`config.mk`:
```
export PLATFORM = sky130hd
export DESIGN_NAME = ocmp_pin_ctrl
export DESIGN_NICKNAME = d
export VERILOG_FILES = /design/src/rtl/ocmp_pkg.sv /design/src/rtl/ocmp_match.sv /design/src/rtl/ocmp_pin.sv /design/src/rtl/ocmp_flag.sv /design/src/rtl/ocmp_pin_ctrl.sv
export SDC_FILE = /design/constraint.sdc
export NUM_CORES = 1
export LEC_CHECK = 0
export BUFFER_PORTS_ARGS = -buffer_cell sky130_fd_sc_hd__buf_2
export CAP_MARGIN = 40
export CORE_MARGIN = 10
export CORE_UTILIZATION = 38
export CTS_CLUSTER_DIAMETER = 150
export CTS_CLUSTER_SIZE = 24
export DETAILED_ROUTE_END_ITERATION = 7
export GPL_ROUTABILITY_DRIVEN = 0
export GPL_TIMING_DRIVEN = 0
export PLACE_DENSITY_LB_ADDON = 0.1
export SLEW_MARGIN = 30
export SYNTH_ARGS = -nofsm -noshare
export SYNTH_HDL_FRONTEND = slang
export SYNTH_HIERARCHICAL = 1
export SYNTH_SLANG_ARGS = --single-unit
```
`constraint.sdc`:
```
create_clock -name clk_i -period 1.4 [get_ports clk_i]
set_input_delay 0.14 -clock clk_i [delete_from_list [all_inputs] [get_ports clk_i]]
set_output_delay 0.14 -clock clk_i [all_outputs]
set_load 0.02 [all_outputs]
```
`src/rtl/ocmp_pkg.sv`:
```
package ocmp_pkg;
  localparam int unsigned ACT_W = 3;

  typedef enum logic [ACT_W-1:0] {
    ACT_OFF    = 3'd0,
    ACT_TOGGLE = 3'd1,
    ACT_CLEAR  = 3'd2,
    ACT_SET    = 3'd3
  } pin_act_e;
endpackage

```
`src/rtl/ocmp_match.sv`:
```
module ocmp_match #(
  parameter int unsigned CNT_W = 32
) (
  input  logic [CNT_W-1:0] cnt_i,
  input  logic [CNT_W-1:0] cmp_i,
  input  logic             tick_i,
  output logic             hit_o
);
  // one hit per advancing tick; a stalled counter never re-hits
  assign hit_o = tick_i && (cnt_i == cmp_i);
endmodule

```
`src/rtl/ocmp_pin.sv`:
```
module ocmp_pin
  import ocmp_pkg::*;
(
  input  logic             clk_i,
  input  logic             rst_ni,
  input  logic [ACT_W-1:0] mode_i,
  input  logic             fire_i,
  output logic             pin_o
);
  logic pin_q;

  always_ff @(posedge clk_i or negedge rst_ni) begin
    if (!rst_ni) begin
      pin_q <= 1'b0;
    end else if (fire_i) begin
      case (mode_i)
        ACT_TOGGLE: pin_q <= ~pin_q;
        ACT_CLEAR:  pin_q <= 1'b0;
        ACT_SET:    pin_q <= 1'b1;
        default:    pin_q <= pin_q;
      endcase
    end
  end

  assign pin_o = pin_q;

  a_r3_toggle: assert property (@(posedge clk_i) disable iff (!rst_ni)
    (fire_i && mode_i == ACT_TOGGLE) |=> (pin_o != $past(pin_o)));
  a_r4_clear: assert property (@(posedge clk_i) disable iff (!rst_ni)
    (fire_i && mode_i == ACT_CLEAR) |=> !pin_o);
  a_r5_set: assert property (@(posedge clk_i) disable iff (!rst_ni)
    (fire_i && mode_i == ACT_SET) |=> pin_o);
  a_r6_no_action: assert property (@(posedge clk_i) disable iff (!rst_ni)
    (!fire_i || mode_i == ACT_OFF || mode_i[2]) |=> $stable(pin_o));
endmodule

```
`src/rtl/ocmp_flag.sv`:
```
module ocmp_flag (
  input  logic clk_i,
  input  logic rst_ni,
  input  logic set_i,
  input  logic clr_i,
  output logic flag_o
);
  logic flag_q;

  // set dominates so an event in the clear cycle is not lost
  always_ff @(posedge clk_i or negedge rst_ni) begin
    if (!rst_ni)     flag_q <= 1'b0;
    else if (set_i)  flag_q <= 1'b1;
    else if (clr_i)  flag_q <= 1'b0;
  end

  assign flag_o = flag_q;

  a_r7_sticky_set: assert property (@(posedge clk_i) disable iff (!rst_ni)
    set_i |=> flag_o);
  a_r7_sticky_hold: assert property (@(posedge clk_i) disable iff (!rst_ni)
    (flag_o && !clr_i) |=> flag_o);
  a_r8_clear: assert property (@(posedge clk_i) disable iff (!rst_ni)
    (clr_i && !set_i) |=> !flag_o);
endmodule

```
`src/rtl/ocmp_pin_ctrl.sv`:
```
module ocmp_pin_ctrl
  import ocmp_pkg::*;
#(
  parameter int unsigned NUM_CH = 3,
  parameter int unsigned CNT_W  = 32
) (
  input  logic                    clk_i,
  input  logic                    rst_ni,
  input  logic [CNT_W-1:0]        cnt_i,
  input  logic                    tick_i,
  input  logic [NUM_CH*CNT_W-1:0] cmp_i,
  input  logic [NUM_CH*ACT_W-1:0] mode_i,
  input  logic [NUM_CH-1:0]       force_i,
  input  logic [NUM_CH-1:0]       flag_clr_i,
  input  logic [NUM_CH-1:0]       irq_en_i,
  output logic [NUM_CH-1:0]       pin_o,
  output logic [NUM_CH-1:0]       flag_o,
  output logic                    irq_o
);
  logic [NUM_CH-1:0] hit;

  for (genvar c = 0; c < NUM_CH; c++) begin : g_ch
    ocmp_match #(.CNT_W(CNT_W)) i_match (
      .cnt_i  (cnt_i),
      .cmp_i  (cmp_i[c*CNT_W +: CNT_W]),
      .tick_i (tick_i),
      .hit_o  (hit[c])
    );

    // match and force in one cycle merge into a single action
    ocmp_pin i_pin (
      .clk_i  (clk_i),
      .rst_ni (rst_ni),
      .mode_i (mode_i[c*ACT_W +: ACT_W]),
      .fire_i (hit[c] | force_i[c]),
      .pin_o  (pin_o[c])
    );

    ocmp_flag i_flag (
      .clk_i  (clk_i),
      .rst_ni (rst_ni),
      .set_i  (hit[c]),
      .clr_i  (flag_clr_i[c]),
      .flag_o (flag_o[c])
    );

    a_r9_force_no_flag: assert property (@(posedge clk_i) disable iff (!rst_ni)
      (force_i[c] && !hit[c] && !flag_o[c]) |=> !flag_o[c]);
    a_r2_no_tick_no_flag: assert property (@(posedge clk_i) disable iff (!rst_ni)
      (!tick_i && !flag_o[c]) |=> !flag_o[c]);
  end

  assign irq_o = |(flag_o & irq_en_i);

  a_r1_reset_quiet: assert property (@(posedge clk_i)
    !rst_ni |-> (pin_o == '0 && flag_o == '0 && !irq_o));
  a_r10_irq_masked: assert property (@(posedge clk_i) disable iff (!rst_ni)
    (irq_en_i == '0) |-> !irq_o);
endmodule

```
After elaboration in Yosys (flattened, before gate mapping):

Index checks and enable logic that the tools add are counted.

* add/subtract/negate cells: 0
* multiply operators: 0
* div/mod/pow operators: 0
* $lt $le $gt $ge: 0
* eq/ne operators: 12
* shift-type cells: 0
* muxes and demuxes: 9
* bitwise gates (word level): 7
* reductions and logical operators: 13

Operators with widths (count)
* $eq 32x32->1: 3
* $eq 3x2->1 const B: 6
* $eq 3x1->1 const B: 3
* $pmux 1 s3: 3
* $reduce_bool 3->1: 3
* $mux 1: 6
* $reduce_and 2->1: 3
* $reduce_bool 2->1: 3
* $and 3x3->3: 1
* $logic_and 1x1->1: 3
* $not 1->1: 3
* $or 1x1->1: 3
* $reduce_or 3->1: 1

* flip-flop bits (word level): 6
* bits in latches: 0
* bits in writable memories: 0
* bits in read-only memories: 0
* bits of input ports: 149
* output and inout bits: 7
* word-level logic and storage cells: 47
* memories: 0

Depth between registers and ports, before layout:

Gate-level depths: netlist of run 1.

* depth after elaboration: 4
* depth in mapped cells: 8
* depth with buffers taken out: 8

By module:

Netlist of run 1, hierarchy kept.

Modules (own cells, without submodules)
* ocmp_match: instances 3, cells each 44, area each 355.3 um2, seq. area each 0.0 um2
* ocmp_pin: instances 3, cells each 8, area each 67.6 um2, seq. area each 25.0 um2
* ocmp_flag: instances 3, cells each 3, area each 36.3 um2, seq. area each 25.0 um2
* ocmp_pin_ctrl: instances 1, cells each 5, area each 32.5 um2, seq. area each 0.0 um2

Worst setup path before layout of run 1:

Ideal clock, no wire load.

* kind: input to register
* start: input cmp_i[22]
* end: register g_ch[0].i_pin.pin_q
* setup time: 65 ps
* arrival time: 1354 ps
* required time: 1335 ps
* slack: -19 ps
* stages: 8
* buffers on the path: 0
* path through: xor2_1 nor4_1 nand4_1 nor3_2 or2_2 nand2b_4 a211o_1 nand2_1

* longest elaborated chain between the ends: 4

Ends and longest elaborated chain
* start, declared: RTL line ocmp_pin_ctrl.sv:11 `input logic [NUM_CH*CNT_W-1:0] cmp_i,`
* $eq 32x32->1: RTL line ocmp_match.sv:10 `assign hit_o = tick_i && (cnt_i == cmp_i);`
* $logic_and 1x1->1: RTL line ocmp_match.sv:10
* net hit[0]: RTL line ocmp_pin_ctrl.sv:20 `logic [NUM_CH-1:0] hit;`
* $or 1x1->1: RTL line ocmp_pin_ctrl.sv:35 `.fire_i (hit[c] | force_i[c]),`
* $reduce_and 2->1 (no line)
* end signal, assigned: RTL line ocmp_pin.sv:17 `ACT_TOGGLE: pin_q <= ~pin_q;`
* end signal, assigned: RTL line ocmp_pin.sv:20 `default: pin_q <= pin_q;`
* end, declared: RTL line ocmp_pin.sv:10 `logic pin_q;`

The timed path passes the listed nets, and every way through them passes these cells.
A chain may end at the register's enable or synchronous reset.

Worst setup path in the final report of run 1:

* start: input cnt_i[17]
* end: register g_ch[2].i_pin.pin_q

* longest elaborated chain between the ends: 4

Ends and longest elaborated chain
* start, declared: RTL line ocmp_pin_ctrl.sv:9 `input logic [CNT_W-1:0] cnt_i,`
* $eq 32x32->1: RTL line ocmp_match.sv:10
* $logic_and 1x1->1: RTL line ocmp_match.sv:10
* net hit[2]: RTL line ocmp_pin_ctrl.sv:20
* $or 1x1->1: RTL line ocmp_pin_ctrl.sv:35
* $reduce_and 2->1 (no line)
* end signal, assigned: RTL line ocmp_pin.sv:17
* end signal, assigned: RTL line ocmp_pin.sv:20
* end, declared: RTL line ocmp_pin.sv:10

The timed path passes the listed nets, and every way through them passes these cells.

==> results of run 1 <==
path summary, 6_finish.rpt:
| kind | cells after the start | from | endpoint |
|---|---|---|---|
| setup / recovery | 9 | cnt_i[17] | g_ch[2].i_pin/pin_o |
| max in group asynchronous | 2 | rst_ni | g_ch[2].i_flag/flag_o |
| setup reg to reg | 2 | g_ch[0].i_pin/pin_o | g_ch[0].i_pin/pin_o |
| min in group asynchronous | 2 | rst_ni | g_ch[2].i_pin/pin_o |
| hold reg to reg | 2 | g_ch[2].i_pin/pin_o | g_ch[2].i_pin/pin_o |
| hold / removal | 3 | flag_clr_i[0] | g_ch[0].i_flag/flag_o |
critical path, stage by stage:
cell,delay [ns]
sky130_fd_sc_hd__buf_8,0.10
sky130_fd_sc_hd__xor2_1,0.15
sky130_fd_sc_hd__nor4_1,0.34
sky130_fd_sc_hd__nand3_1,0.15
sky130_fd_sc_hd__nor3_2,0.26
sky130_fd_sc_hd__or2_4,0.17
sky130_fd_sc_hd__nand2b_4,0.05
sky130_fd_sc_hd__a211o_1,0.22
sky130_fd_sc_hd__nand2_1,0.06
state kept, by name (all words and copies together), names as in the netlist:
signal,cells
g_ch.i_flag/flag_o,3
g_ch.i_pin/pin_o,3
cells in the final DEF (no fill, tap or decap):
master / Yosys / layout
sky130_fd_sc_hd__inv_1: 10 / 10
sky130_fd_sc_hd__nand2b_4: 3 / 3
sky130_fd_sc_hd__o21ai_1: 0 / 3
sky130_fd_sc_hd__buf_8: 0 / 4
sky130_fd_sc_hd__a211o_1: 3 / 3
sky130_fd_sc_hd__xnor2_1: 3 / 3
sky130_fd_sc_hd__or2_4: 0 / 3
sky130_fd_sc_hd__clkbuf_8: 0 / 3
sky130_fd_sc_hd__nand2_1: 3 / 3
sky130_fd_sc_hd__nor4_2: 0 / 12
sky130_fd_sc_hd__buf_2: 0 / 150
sky130_fd_sc_hd__xor2_1: 93 / 90
sky130_fd_sc_hd__buf_4: 0 / 4
sky130_fd_sc_hd__a21o_1: 3 / 3
sky130_fd_sc_hd__nor3_1: 3 / 3
sky130_fd_sc_hd__nor2_1: 3 / 3
sky130_fd_sc_hd__nor4_4: 0 / 1
sky130_fd_sc_hd__nand4_1: 3 / 3
sky130_fd_sc_hd__nor4_1: 21 / 8
sky130_fd_sc_hd__dlygate4sd3_1: 0 / 1
sky130_fd_sc_hd__xor2_2: 0 / 3
sky130_fd_sc_hd__nor3_2: 3 / 3
sky130_fd_sc_hd__dfrtp_1: 6 / 6
sky130_fd_sc_hd__a222oi_1: 1 / 1
sky130_fd_sc_hd__nand3_1: 6 / 6
kinds of logic after synthesis:
group                  synth area share (%)
AO/OA/AOI/OAI                          5.24
XOR/XNOR                               59.6
buffers and inverters                  2.66
flip-flops                             10.6
AND/OR/NAND/NOR                        21.8
area by class of cell:
| type | instances | area (um2) |
|---|---|---|
| Timing Repair Buffer | 159 | 851 |
| Inverter | 10 | 37.5 |
| Fill cell | 351 | 1150 |
| Clock buffer | 3 | 41.3 |
| Sequential cell | 6 | 150 |
| Multi-Input combinational cell | 154 | 1340 |
| Tap cell | 48 | 60.1 |
through the flow:
step           hold slack (ns)  TNS (ns)  utilization (%)
2_1_floorplan           -0.156         0                -
3_3_place_gp           -0.0299     -1.05             62.0
3_5_place_dp           -0.0297     -1.23             62.0
4_1_cts                  0.193    -0.246             67.1
5_1_grt                  0.196    -0.485             68.3
6_report                 0.191    -0.163             68.3
power groups by stage:
stage          registers (mW)  clock network, mW  logic, mW
2_1_floorplan           0.218                  0      0.235
3_3_place_gp            0.201                  0      0.571
3_5_place_dp            0.202                  0      0.581
4_1_cts                 0.200              0.256      0.631
5_1_grt                 0.203              0.268      0.716
6_report                0.200              0.249      0.651
Yosys cell counts:
cell / number
sky130_fd_sc_hd__inv_1: 10
sky130_fd_sc_hd__nand2b_4: 3
sky130_fd_sc_hd__a21o_1: 3
sky130_fd_sc_hd__nor3_2: 3
sky130_fd_sc_hd__nor3_1: 3
sky130_fd_sc_hd__dfrtp_1: 6
sky130_fd_sc_hd__a211o_1: 3
sky130_fd_sc_hd__nand4_1: 3
sky130_fd_sc_hd__a222oi_1: 1
sky130_fd_sc_hd__xor2_1: 93
sky130_fd_sc_hd__o21ai_0: 3
sky130_fd_sc_hd__nand2_1: 3
sky130_fd_sc_hd__nor2_1: 3
sky130_fd_sc_hd__xnor2_1: 3
sky130_fd_sc_hd__or2_2: 3
sky130_fd_sc_hd__nand3_1: 6
sky130_fd_sc_hd__nor4_1: 21
what timing repair did:
item | in CTS | in global routing
setup buffers | 3 | 0
pin swaps | 11 | 8
setup endpoints to repair | 3 | 3
hold buffers | 1 | 0
resized for setup | 22 | 12
endpoints found under the hold margin | 6 | 0
layer usage:
metal  global-route usage, %  vias to the layer above
li1                        -                      901
met1                    16.8                      771
met2                    31.4                      102
met3                    8.39                        8
met4                    1.56                        0
met5                       0                        -
==> impl_table.tex, run 1 <==
\begin{tabular}{lr}
\hline
Metric & Value \\
\hline
\multicolumn{2}{l}{\textbf{Clocking}} \\
\quad Number of buffers on the longest clock path & 2 \\
\quad Cell chosen for the clock root & sky130\_fd\_sc\_hd\_\_clkbuf\_8 \\
\quad TritonCTS clock tree & done \\
\quad Level count of the clock H-tree & 1 \\
\quad TritonCTS buffer count & 3 \\
\quad Later-pin clock latency in the skew report & 0.21 ns \\
\quad Clock-pin slew reported for the worst setup and hold paths after clock tree synthesis & 0.04 ns \\
\quad Total clock sinks & 6 \\
\multicolumn{2}{l}{\textbf{Route}} \\
\quad Routed length on met2 & 3100 um \\
\quad Met1 Wirelength & 2030 um \\
\quad Top Metal Used & met4 \\
\quad Via count & 1782 \\
\quad Residual DRC count & 0 \\
\quad Number of detailed-routing iterations run before antenna repair & 4 \\
\quad Final wirelength & 6100 um \\
\quad Iteration-0 DRC count of the detailed router & 36 \\
\quad Average wire per standard cell & 16.1 um \\
\quad Number of nets with antenna violations after routing & 0 \\
\quad Routed via count divided by cell count & 4.69 \\
\quad Met3 layer wire length in the routed design & 873 um \\
\multicolumn{2}{l}{\textbf{Setup path}} \\
\quad Worst setup SP type & primary input \\
\quad Start-to-end type of the worst setup path & in2reg \\
\quad Register-to-register path setup slack & 0.62 ns \\
\quad Data required time at the worst endpoint & 1.56 ns \\
\quad Arrival @ worst endpoint & 1.63 ns \\
\quad Critical Path Sink Type & register \\
\quad CP max FO & 2 \\
\multicolumn{2}{l}{\textbf{STA}} \\
\quad Headroom to the max-slew limit & 79.2\% \\
\quad Maximum achievable frequency & 0.678 GHz \\
\quad Worst-margin pin slew & 0.309 ns \\
\quad Smallest setup slack after layout & -0.0753 ns \\
\quad RSZ-0062 raised after global routing & true \\
\quad Final slew viol count & 0 \\
\quad Clock tree skew after final layout & 0 ns \\
\quad Share of the clock period used by the worst path & 105\% \\
\quad Final setup violating endpoints & 3 \\
\quad Count of endpoints failing hold in the final timing report & 0 \\
\quad Fin crit period & 1.48 ns \\
\multicolumn{2}{l}{\textbf{Power and ir drop}} \\
\quad Highest ir drop seen on vdd & 0.293 mV \\
\quad Internal power summed over all cells & 0.711 mW \\
\quad Total power divided by cell area & 443 nW/um2 \\
\quad Proportion of total power due to net switching & 35.4\% \\
\quad Pleak & 1.34 nW \\
\quad Net switching component of the power & 0.389 mW \\
\quad Share of power burned in combinational logic & 59.2\% \\
\quad Post-layout total power & 1.10 mW \\
\quad Share of total power in the clock network & 22.6\% \\
\quad Proportion of power drawn by flip-flops and latches & 18.2\% \\
\multicolumn{2}{l}{\textbf{Synth}} \\
\quad Top cell type by total area after synthesis & sky130\_fd\_sc\_hd\_\_xor2\_1 \\
\quad Number of distinct standard cells referenced by the synthesized netlist & 17 \\
\quad Post-synthesis sequential element count & 6 \\
\quad Cell types occupying the most area after synthesis & sky130\_fd\_sc\_hd\_\_xor2\_1 58\%, sky130\_fd\_sc\_hd\_\_dfrtp\_1 11\%, sky130\_fd\_sc\_hd\_\_nor4\_1 9.3\% \\
\quad Share of the synthesized area in the top cell type & 57.8\% \\
\quad Total nets after synthesis & 319 \\
\quad Syn avg cell area & 8.29 um2 \\
\quad Area of the mapped netlist & 1410 um2 \\
\quad Syn Inst Count & 170 \\
\quad Total of warnings raised by yosys & 6 \\
\quad Fraction of the yosys area taken by sequential cells & 10.6\% \\
\multicolumn{2}{l}{\textbf{Place}} \\
\quad Placed Cells & 373 \\
\quad Count of buffers from port buffering & 155 \\
\quad HPWL after detailed placement & 5450 um \\
\quad Area after detailed placement & 2250 um2 \\
\quad Setup WS pre-CTS & -0.428 ns \\
\multicolumn{2}{l}{\textbf{Global route}} \\
\quad First-pass GRT wire length & 8940 um \\
\quad Gr usage total & 16.7\% \\
\quad Largest net degree at the start of global routing & 7 \\
\quad Total gr overflow & 0 \\
\quad Number of antenna violations at the first check in global routing & 0 \\
\quad Number of global-route vias before repair & 1967 \\
\multicolumn{2}{l}{\textbf{Floorplanning}} \\
\quad Area of the die & 6550 um2 \\
\quad Number of I/O pins & 156 \\
\quad Initial Util & 38.8\% \\
\quad Row count & 22 \\
\quad Die height & 80.9 um \\
\quad Area inside the core boundary & 3630 um2 \\
\quad Width of the die & 80.9 um \\
\multicolumn{2}{l}{\textbf{Final layout}} \\
\quad Net count, final & 483 \\
\quad Antenna diode count & 0 \\
\quad Fraction of layout cells with a size suffix above 1 & 56.0\% \\
\quad Final standard cell area without fillers & 2480 um2 \\
\quad Final cell count without fillers & 380 \\
\quad Layout-stage area growth over the synthesis result & 76.0\% \\
\multicolumn{2}{l}{\textbf{Outcome}} \\
\quad Violations in the final reports & setup timing \\
\quad Run status & finished with violations \\
\multicolumn{2}{l}{\textbf{Min path}} \\
\quad Tightest Hold Check Type & in2reg \\
\multicolumn{2}{l}{\textbf{Flow run}} \\
\quad Max-capacitance violation count & 0 \\
\hline
\end{tabular}
(Power assumes the default switching activity.)
==> run 2: changes to the inputs <==
--- a/config.mk
+++ b/config.mk
@@ -9,12 +9,12 @@
 export CAP_MARGIN = 40
 export CORE_MARGIN = 10
 export CORE_UTILIZATION = 38
-export CTS_CLUSTER_DIAMETER = 150
+export CTS_CLUSTER_DIAMETER = 30
 export CTS_CLUSTER_SIZE = 24
 export DETAILED_ROUTE_END_ITERATION = 7
 export GPL_ROUTABILITY_DRIVEN = 0
 export GPL_TIMING_DRIVEN = 0
-export PLACE_DENSITY_LB_ADDON = 0.1
+export PLACE_DENSITY = 0.88
 export SLEW_MARGIN = 30
 export SYNTH_ARGS = -nofsm -noshare
 export SYNTH_HDL_FRONTEND = slang
==> run 2 against run 1 <==
The run still ends with setup timing left. Count of clock-buffer cells in the layout unchanged. Global-route usage about the same. Sequential share of layout area up 0.080 points. Clock power up 4%. Via count up 4.3%. Cell count unchanged. Sequential power about the same. Worst hold slack about the same.
==> impl_table.tex, run 2 (synthesis gave the netlist of run 1 again) <==
\begin{tabular}{lr}
\hline
Metric & Value \\
\hline
\multicolumn{2}{l}{\textbf{Outcome}} \\
\quad Run status & finished with violations \\
\quad Violations in the final reports & setup timing \\
\multicolumn{2}{l}{\textbf{Global route}} \\
\quad First-pass GRT wire length & 8880 um (-0.69\%) \\
\quad Total gr overflow & 0 (unchanged) \\
\quad Number of global-route vias before repair & 2106 (+7.1\%) \\
\quad Largest net degree at the start of global routing & 7 (unchanged) \\
\quad Number of antenna violations at the first check in global routing & 0 (unchanged) \\
\quad Gr usage total & 16.7\% (about the same) \\
\multicolumn{2}{l}{\textbf{Power and ir drop}} \\
\quad Pleak & 1.34 nW (-0.13\%) \\
\quad Total power divided by cell area & 449 nW/um2 (+1.4\%) \\
\quad Highest ir drop seen on vdd & 0.209 mV (-29\%) \\
\multicolumn{2}{l}{\textbf{Route}} \\
\quad Via count & 1858 (+4.3\%) \\
\quad Routed via count divided by cell count & 4.89 (+4.3\%) \\
\quad Number of nets with antenna violations after routing & 0 (unchanged) \\
\quad Number of detailed-routing iterations run before antenna repair & 5 (+1) \\
\quad Average wire per standard cell & 16.5 um (+2.7\%) \\
\quad Residual DRC count & 0 (unchanged) \\
\quad Final wirelength & 6270 um (+2.7\%) \\
\quad Iteration-0 DRC count of the detailed router & 46 (+28\%) \\
\multicolumn{2}{l}{\textbf{Setup path}} \\
\quad Data required time at the worst endpoint & 1.56 ns (about the same) \\
\quad CP max FO & 3 (+1) \\
\quad Worst setup SP type & primary input \\
\quad Start-to-end type of the worst setup path & in2reg \\
\quad Arrival @ worst endpoint & 1.64 ns (about the same) \\
\quad Critical Path Sink Type & register \\
\quad Register-to-register path setup slack & 0.63 ns (about the same) \\
\multicolumn{2}{l}{\textbf{Clocking}} \\
\quad Cell chosen for the clock root & sky130\_fd\_sc\_hd\_\_clkbuf\_8 \\
\quad Number of buffers on the longest clock path & 2 (unchanged) \\
\quad Total clock sinks & 6 (unchanged) \\
\quad TritonCTS clock tree & done \\
\quad Clock-pin slew reported for the worst setup and hold paths after clock tree synthesis & 0.04 ns (about the same) \\
\quad TritonCTS buffer count & 3 (unchanged) \\
\quad Level count of the clock H-tree & 1 (unchanged) \\
\quad Later-pin clock latency in the skew report & 0.22 ns (about the same) \\
\multicolumn{2}{l}{\textbf{Final layout}} \\
\quad Leading cell type in the layout, fill and taps excluded & sky130\_fd\_sc\_hd\_\_buf\_2 \\
\quad Layout-stage area growth over the synthesis result & 73.7\% \\
\quad Antenna diode count & 0 (unchanged) \\
\quad Net count, final & 483 (unchanged) \\
\quad Fraction of layout cells with a size suffix above 1 & 54.5\% (-1.5 points) \\
\quad Leading cell types in the layout, fill and taps excluded & 146 x sky130\_fd\_sc\_hd\_\_buf\_2, 92 x sky130\_fd\_sc\_hd\_\_xor2\_1, 11 x sky130\_fd\_sc\_hd\_\_nor4\_1 \\
\multicolumn{2}{l}{\textbf{STA}} \\
\quad Count of endpoints failing hold in the final timing report & 0 (unchanged) \\
\quad Final setup violating endpoints & 3 (unchanged) \\
\quad Fin crit period & 1.47 ns (-0.000530 ns) \\
\quad Final slew viol count & 0 (unchanged) \\
\quad Smallest setup slack after layout & -0.0747 ns (+0.000530 ns) \\
\quad Worst-margin pin slew & 0.290 ns (-0.0186 ns) \\
\quad Headroom to the max-slew limit & 80.5\% (+1.3 points) \\
\quad Clock tree skew after final layout & 0 ns (unchanged) \\
\quad RSZ-0062 raised after global routing & true \\
\quad Share of the clock period used by the worst path & 105\% (about the same) \\
\quad Summed negative setup slack over all endpoints & -0.160 ns (+0.00354 ns) \\
\quad Maximum achievable frequency & 0.678 GHz (about the same) \\
\multicolumn{2}{l}{\textbf{Floorplanning}} \\
\quad Row count & 22 (unchanged) \\
\quad Initial Util & 38.8\% (unchanged) \\
\quad Die height & 80.9 um (unchanged) \\
\quad Number of I/O pins & 156 (unchanged) \\
\quad Area inside the core boundary & 3630 um2 (unchanged) \\
\quad Width of the die & 80.9 um (unchanged) \\
\quad Area of the die & 6550 um2 (unchanged) \\
\multicolumn{2}{l}{\textbf{Place}} \\
\quad HPWL after detailed placement & 5490 um (+0.76\%) \\
\quad Count of buffers from port buffering & 155 (unchanged) \\
\quad Setup WS pre-CTS & -0.361 ns (+0.0669 ns) \\
\multicolumn{2}{l}{\textbf{Flow run}} \\
\quad Max-capacitance violation count & 0 (unchanged) \\
\multicolumn{2}{l}{\textbf{Min path}} \\
\quad Tightest Hold Check Type & in2reg \\
\hline
\end{tabular}
[run 2: cell counts in the layout (fill, tap and decap cells not counted)]
No cell type changed its count.
[run 2: metrics by stage]
step	hold WS (ns)	cells	util, %	cell area (um2)	total power [mW]
finish	0.191	380	67.4	2450	1.10
global route	0.204	380	67.4	2450	1.18
CTS	0.191	381	66.1	2400	1.08
detailed placement	-0.0338	373	62.0	2250	0.787
global placement	-0.0351	373	62.0	2250	0.766
floorplan	-0.156	170	-	1420	0.454
[run 2: path summary, 6_finish.rpt]
check | start | endpoint | cells after the start
setup / recovery | cnt_i[7] | g_ch[2].i_pin/pin_o | 9
hold reg to reg | g_ch[0].i_flag/flag_o | g_ch[0].i_flag/flag_o | 1
setup reg to reg | g_ch[0].i_pin/pin_o | g_ch[0].i_pin/pin_o | 2
hold / removal | flag_clr_i[0] | g_ch[0].i_flag/flag_o | 3
max in group asynchronous | rst_ni | g_ch[1].i_flag/flag_o | 2
min in group asynchronous | rst_ni | g_ch[2].i_pin/pin_o | 2
[run 2: repair_timing]
action / 4_1_cts / 5_1_grt
pin swaps: 18 / 15
hold buffers: 1 / 0
endpoints found under the setup margin: 3 / 4
gates resized for setup: 16 / 12
setup buffers: 4 / 1
hold endpoints to repair: 6 / 0
[run 2: final cells by class]
type	instances	area, um2
Multi-Input combinational cell	154	1300
Fill cell	304	1180
Timing Repair Buffer	159	861
Sequential cell	6	150
Tap cell	48	60.1
Clock buffer	3	41.3
Inverter	10	37.5
[run 2: report_power, final]
part | switching [mW] | internal [mW] | total [mW]
Clock | 0.0743 | 0.185 | 0.259
Combinational | 0.307 | 0.334 | 0.641
Sequential | 0.0108 | 0.189 | 0.200
Total | 0.392 | 0.708 | 1.10
[run 2: metal layers]
metal	share of wire [%]	up-vias	global-route usage (%)
li1	-	900	-
met1	36	837	16.6
met2	53	109	32.2
met3	9.6	12	4.30
met4	1.9	0	6.75
met5	0	-	0
[run 2: critical path, cell delays in order]
cell and delay (ns):
sky130_fd_sc_hd__buf_4 0.13, sky130_fd_sc_hd__xor2_1 0.15, sky130_fd_sc_hd__nor4_2 0.32, sky130_fd_sc_hd__nand4_1 0.18, sky130_fd_sc_hd__nor3_2 0.23, sky130_fd_sc_hd__or2_4 0.16
sky130_fd_sc_hd__nand2b_4 0.05, sky130_fd_sc_hd__a211o_1 0.22, sky130_fd_sc_hd__nand2_1 0.06
